File: src/rtl/pllctl_pkg.sv
// Shared field positions and types for the PLL control register.
// Assumes a byte-wide bus; field positions are part of the software view.
package pllctl_pkg;
    localparam int DATA_W   = 8;
    localparam int BIT_FLAG = 7;
    localparam int BIT_EN   = 6;
    localparam int BIT_SEL  = 5;
    localparam int BIT_GAP  = 4;
    localparam int FILL_W   = 4;

    typedef struct packed {
        logic en;
        logic sel;
    } ctrl_t;
endpackage

File: src/rtl/pllctl_decode.sv
// Bus access decode: qualifies strobes with the select and extracts the
// two writable control bits. Assumes strobes are single-cycle per access.
module pllctl_decode
    import pllctl_pkg::*;
#(
    parameter int W = DATA_W
) (
    input  logic         bus_sel,
    input  logic         bus_rd,
    input  logic         bus_wr,
    input  logic [W-1:0] bus_wdata,
    output logic         rd_hit,
    output logic         wr_hit,
    output ctrl_t        wr_req
);
    // Bits without a writable function are gathered here on purpose.
    logic unused_wdata_bits;

    // Qualify strobes and pick out requested control values.
    always_comb begin
        rd_hit     = bus_sel & bus_rd;
        wr_hit     = bus_sel & bus_wr;
        wr_req.en  = bus_wdata[BIT_EN];
        wr_req.sel = bus_wdata[BIT_SEL];
    end

    assign unused_wdata_bits = ^{bus_wdata[BIT_FLAG], bus_wdata[BIT_GAP:0]};
endmodule

File: src/rtl/pllctl_flag.sv
// Sticky lock-change flag. Set by a lock event when automatic bandwidth
// mode is off; cleared by a read. A same-cycle event wins over the clear.
module pllctl_flag (
    input  logic clk,
    input  logic rst_n,
    input  logic lock_evt,
    input  logic auto_bw,
    input  logic rd_hit,
    output logic flag_q
);
    logic evt_counted;

    // Decide whether this cycle's event is recorded.
    always_comb evt_counted = lock_evt & ~auto_bw;

    // Hold, set or clear the flag.
    always_ff @(posedge clk) begin
        if (!rst_n)           flag_q <= 1'b0;
        else if (evt_counted) flag_q <= 1'b1;
        else if (rd_hit)      flag_q <= 1'b0;
    end
endmodule

File: src/rtl/pllctl_ctrl.sv
// Interlocked enable/select pair. Both guards use the contents held before
// the write; select is also refused when the same write drops enable.
module pllctl_ctrl
    import pllctl_pkg::*;
(
    input  logic  clk,
    input  logic  rst_n,
    input  logic  wr_hit,
    input  ctrl_t wr_req,
    output ctrl_t ctrl_q
);
    ctrl_t ctrl_d;

    // Apply the write under the interlock rules.
    always_comb begin
        ctrl_d = ctrl_q;
        if (wr_hit) begin
            ctrl_d.en  = wr_req.en | ctrl_q.sel;
            ctrl_d.sel = wr_req.sel & ctrl_q.en & ctrl_d.en;
        end
    end

    // Register the pair; reset runs the PLL with the crystal selected.
    always_ff @(posedge clk) begin
        if (!rst_n) begin
            ctrl_q.en  <= 1'b1;
            ctrl_q.sel <= 1'b0;
        end else begin
            ctrl_q <= ctrl_d;
        end
    end
endmodule

File: src/rtl/pllctl_reg.sv
// Top of the PLL control register: decode, sticky flag, interlocked
// control bits and the read-back mux. Read data is combinational.
module pllctl_reg
    import pllctl_pkg::*;
#(
    parameter int W = DATA_W
) (
    input  logic         clk,
    input  logic         rst_n,
    input  logic         bus_sel,
    input  logic         bus_rd,
    input  logic         bus_wr,
    input  logic [W-1:0] bus_wdata,
    output logic [W-1:0] bus_rdata,
    input  logic         lock_evt,
    input  logic         auto_bw,
    output logic         pll_enable,
    output logic         clock_select
);
    logic         rd_hit;
    logic         wr_hit;
    ctrl_t        wr_req;
    ctrl_t        ctrl_q;
    logic         flag_q;
    logic [W-1:0] view;

    pllctl_decode #(.W(W)) u_dec (
        .bus_sel   (bus_sel),
        .bus_rd    (bus_rd),
        .bus_wr    (bus_wr),
        .bus_wdata (bus_wdata),
        .rd_hit    (rd_hit),
        .wr_hit    (wr_hit),
        .wr_req    (wr_req)
    );

    pllctl_flag u_flag (
        .clk      (clk),
        .rst_n    (rst_n),
        .lock_evt (lock_evt),
        .auto_bw  (auto_bw),
        .rd_hit   (rd_hit),
        .flag_q   (flag_q)
    );

    pllctl_ctrl u_ctrl (
        .clk    (clk),
        .rst_n  (rst_n),
        .wr_hit (wr_hit),
        .wr_req (wr_req),
        .ctrl_q (ctrl_q)
    );

    // Unimplemented low bits read as ones.
    for (genvar i = 0; i < FILL_W; i++) begin : g_fill
        assign view[i] = 1'b1;
    end
    assign view[BIT_GAP]  = 1'b0;
    assign view[BIT_SEL]  = ctrl_q.sel;
    assign view[BIT_EN]   = ctrl_q.en;
    assign view[BIT_FLAG] = flag_q;

    // Drive read data only during a read.
    always_comb bus_rdata = rd_hit ? view : '0;

    // Mirror the control bits to the clock generator.
    always_comb begin
        pll_enable   = ctrl_q.en;
        clock_select = ctrl_q.sel;
    end
endmodule

File: config.mk
export PLATFORM = sky130hd
export DESIGN_NAME = pllctl_reg
export DESIGN_NICKNAME = d
export VERILOG_FILES = /design/src/rtl/pllctl_pkg.sv /design/src/rtl/pllctl_decode.sv /design/src/rtl/pllctl_flag.sv /design/src/rtl/pllctl_ctrl.sv /design/src/rtl/pllctl_reg.sv
export SDC_FILE = /design/constraint.sdc
export NUM_CORES = 1
export LEC_CHECK = 0
export BUFFER_PORTS_ARGS = -buffer_cell sky130_fd_sc_hd__buf_2
export CORE_AREA = 2 2 39 41
export DETAILED_ROUTE_END_ITERATION = 8
export DIE_AREA = 0 0 41 43
export SYNTH_ARGS = -nofsm -noshare
export SYNTH_HDL_FRONTEND = slang
export SYNTH_SLANG_ARGS = --single-unit
File: constraint.sdc
create_clock -name clk -period 0.9 [get_ports clk]
set_input_delay 0 -clock clk [delete_from_list [all_inputs] [get_ports clk]]
set_output_delay 0 -clock clk [all_outputs]
set_load 0.005 [all_outputs]
==> qor.csv <==
metric,value,unit
outcome,"complete, no violations",
worst_r2r_path_depth,2,
synth.avg_cell_area,8.269,um^2
clkPwrFrac,0.508,
post_cts_buffers,0,
h-tree-depth,1,
antenna_left,0,
synth_common_cells,"5 x buf_4, 3 x and3_1, 3 x dfxtp_1",
grt_max_degree,10,
setup_viol,0,
p_sw,0.00009908,W
synth_edf_count,0,
synth_top_family_by_area,simple AND/OR/NAND/NOR gates,
clk_pin_slew,0.04,ns
switching_share,0.2202,
io_pins,25,
place_area,257.7,um^2
nNetsFinal,57,
design_area,306.5,um^2
numCtsBuffers,3,
synth_fa_ha_area_frac,0,
synth-warning-count,0,
finalCritPeriodShare,0.9275,
routedWlPerCell,8.404,um
drtIter0Drc,0,
crit_type,reg2reg,
r2r_start,u_ctrl.ctrl_q[0],
wl,479,um
diodes,0,
ys_types,14,
tritoncts,yes,
drc_errors,0,
share_seq_of_total_power,0.326,
cellPowerDensity,1468,nW/um^2
reg2reg_slack,0.07,ns
synth_seq_cells,3,
fp-row-count,14,
synth.most_common_cell,buf_4,
async_reset_ff_frac,0,
crit_slowest_cell,dfxtp_2,
worstPathCellList,"nor4bb_1, o21ai_1",
cp-end-kind,flop,
cap_viol_max_count,0,
worstPathArrival,0.94,ns
drive_gt1_frac,0.5610,
endpoint,u_ctrl.ctrl_q[1],
finalCriticalPeriod,0.8347,ns
cts.path.max_buffers,2,
fillCellCount,165,
multi_input_area,88.84,um^2
synth_nets,38,
clkLatencyLatePin,0.23,ns
firstDrtPassIters,1,
synth_xor_xnor_area_share,0,
grt_pass1_wl,800,um
max_freq,1198,MHz
internal_power,0.0003509,W
dieArea,1763,um^2
io_buffers,17,
hp-class,in2reg,
synth-compound-area-share,0.2105,
comb_power_share,0.166,
fin_skew,0.0006987,ns
syn_inst,23,
syn_to_final_growth,61.18,%
ir_worst_vdd,0.6164,mV
synth_top_area_cell,dfxtp_1,
antenna_found_initial,0,
crit_fanout,4,
synthTopCellsByArea,"dfxtp_1 32%, buf_4 20%, and3_1 9.9%, a21bo_2 5.3%, a21oi_1 5.3%",
synth-simple-area-share,0.2368,
vias_per_cell,3.842,
rsz0062_at_grt,false,
cp_data_required_time,1.00,ns
final-max-slew-violation-count,0,
die_h,43,um
finalHoldViolCount,0,
globalRouteTotalUtil,0.07337,
vias,219,
slowest_delay,0.32,ns
whs,0.03315,ns
ys_seq_area_frac,0.3158,
p_leak,0.1696,nW
critPathLaunch,u_ctrl.ctrl_q[0],
overflow,0,
synth_flop_cell,dfxtp_1,
fin_tns_setup,0,ns
gp_congestion,0.5876,
synthMuxAreaShare,0,
seqCellArea,62.56,um^2
die_w,41,um
syn_area,190.2,um^2
core,1384,um^2
grt_pass1_vias,207,
timing.rr.end,u_ctrl.ctrl_q[1],
cts-root-buf,clkbuf_4,
start_util,0.1374,
yosysTopAreaCellShare,0.3158,
critPathLaunchType,flop,
cts_num_sinks,3,
-- stage by stage --
stage	total power (W)	cells	util	setup slack [ns]
2_1_floorplan	0.0001875	23	-	0.1462
4_1_cts	0.0004626	57	0.2197	0.03436
3_3_place_gp	0.0002144	51	0.1863	0.1177
5_1_grt	0.0004937	57	0.2215	0.01085
6_report	0.0004500	57	0.2215	0.06529
3_5_place_dp	0.0002163	51	0.1863	0.08234
-- area by class of cell --
class,count,share of cell area
Clock buffer,4,0.08571
Tap cell,16,0.06531
Timing Repair Buffer,19,0.3429
Inverter,1,0.01224
Multi-Input combinational cell,14,0.2898
Sequential cell,3,0.2041
-- power groups by stage --
stage | Sequential, W | Clock, W | Combinational, W
final | 0.000147 | 0.000228 | 0.0000749
after global routing | 0.000148 | 0.000259 | 0.0000862
after CTS | 0.000146 | 0.000242 | 0.0000750
after detailed placement | 0.000148 | 0 | 0.0000684
after global placement | 0.000148 | 0 | 0.0000668
after floorplan | 0.000147 | 0 | 0.0000405
-- how the worst min path moves through the flow --
stage	start	end	cells after the start	slack, ns
after floorplan	rst_n	u_ctrl.ctrl_q[1]	1	0.08
after global placement	rst_n	u_ctrl.ctrl_q[1]	2	0.20
after detailed placement	rst_n	u_ctrl.ctrl_q[1]	2	0.21
after CTS	lock_evt	u_flag.flag_q	3	0.03
after global routing	bus_wdata[5]	u_ctrl.ctrl_q[0]	3	0.05
final	lock_evt	u_flag.flag_q	3	0.03
-- cell families (layout without fill, tap and decap cells) --
family          Yosys count  in the layout
flops                     3              3
simple gates              7              7
other cells               1              1
compound gates            6              6
buf+inv                   6             24
-- critical path: cells and delay by family (launching register included) --
family          cells  cell delay [ns]
flops               1             0.32
simple gates        1             0.29
compound gates      1             0.10
-- what timing repair did --
| action | 4_1_cts | 5_1_grt |
|---|---|---|
| hold buffers | 2 | 0 |
| setup endpoints to repair | 0 | 2 |
| endpoints found under the hold margin | 2 | 0 |
| resized for setup | 0 | 3 |
-- metal layers --
| metal | part of all wire | track usage |
|---|---|---|
| met1 | 0.40 | 0.07097 |
| met2 | 0.45 | 0.1031 |
| met3 | 0.15 | 0.06283 |
| met4 | 0 | 0.04000 |
| met5 | 0 | 0 |
-- registers in the layout (all words and copies together), names as in the netlist --
| register | flops |
|---|---|
| u_flag.flag_q | 1 |
| u_ctrl.ctrl_q | 2 |
-- cell usage in the layout (no fill, tap or decap) --
master / instances
dfxtp_2: 2
o21ai_1: 1
nand2b_1: 1
a311oi_1: 1
clkbuf_1: 1
buf_2: 17
nand2_1: 1
nor4bb_1: 1
dfxtp_1: 1
and3_1: 3
inv_1: 1
a21bo_2: 1
and2_1: 1
a21oi_1: 2
a31oi_1: 1
conb_1: 1
clkbuf_4: 3
dlygate4sd3_1: 2
(Power assumes the default switching activity.)
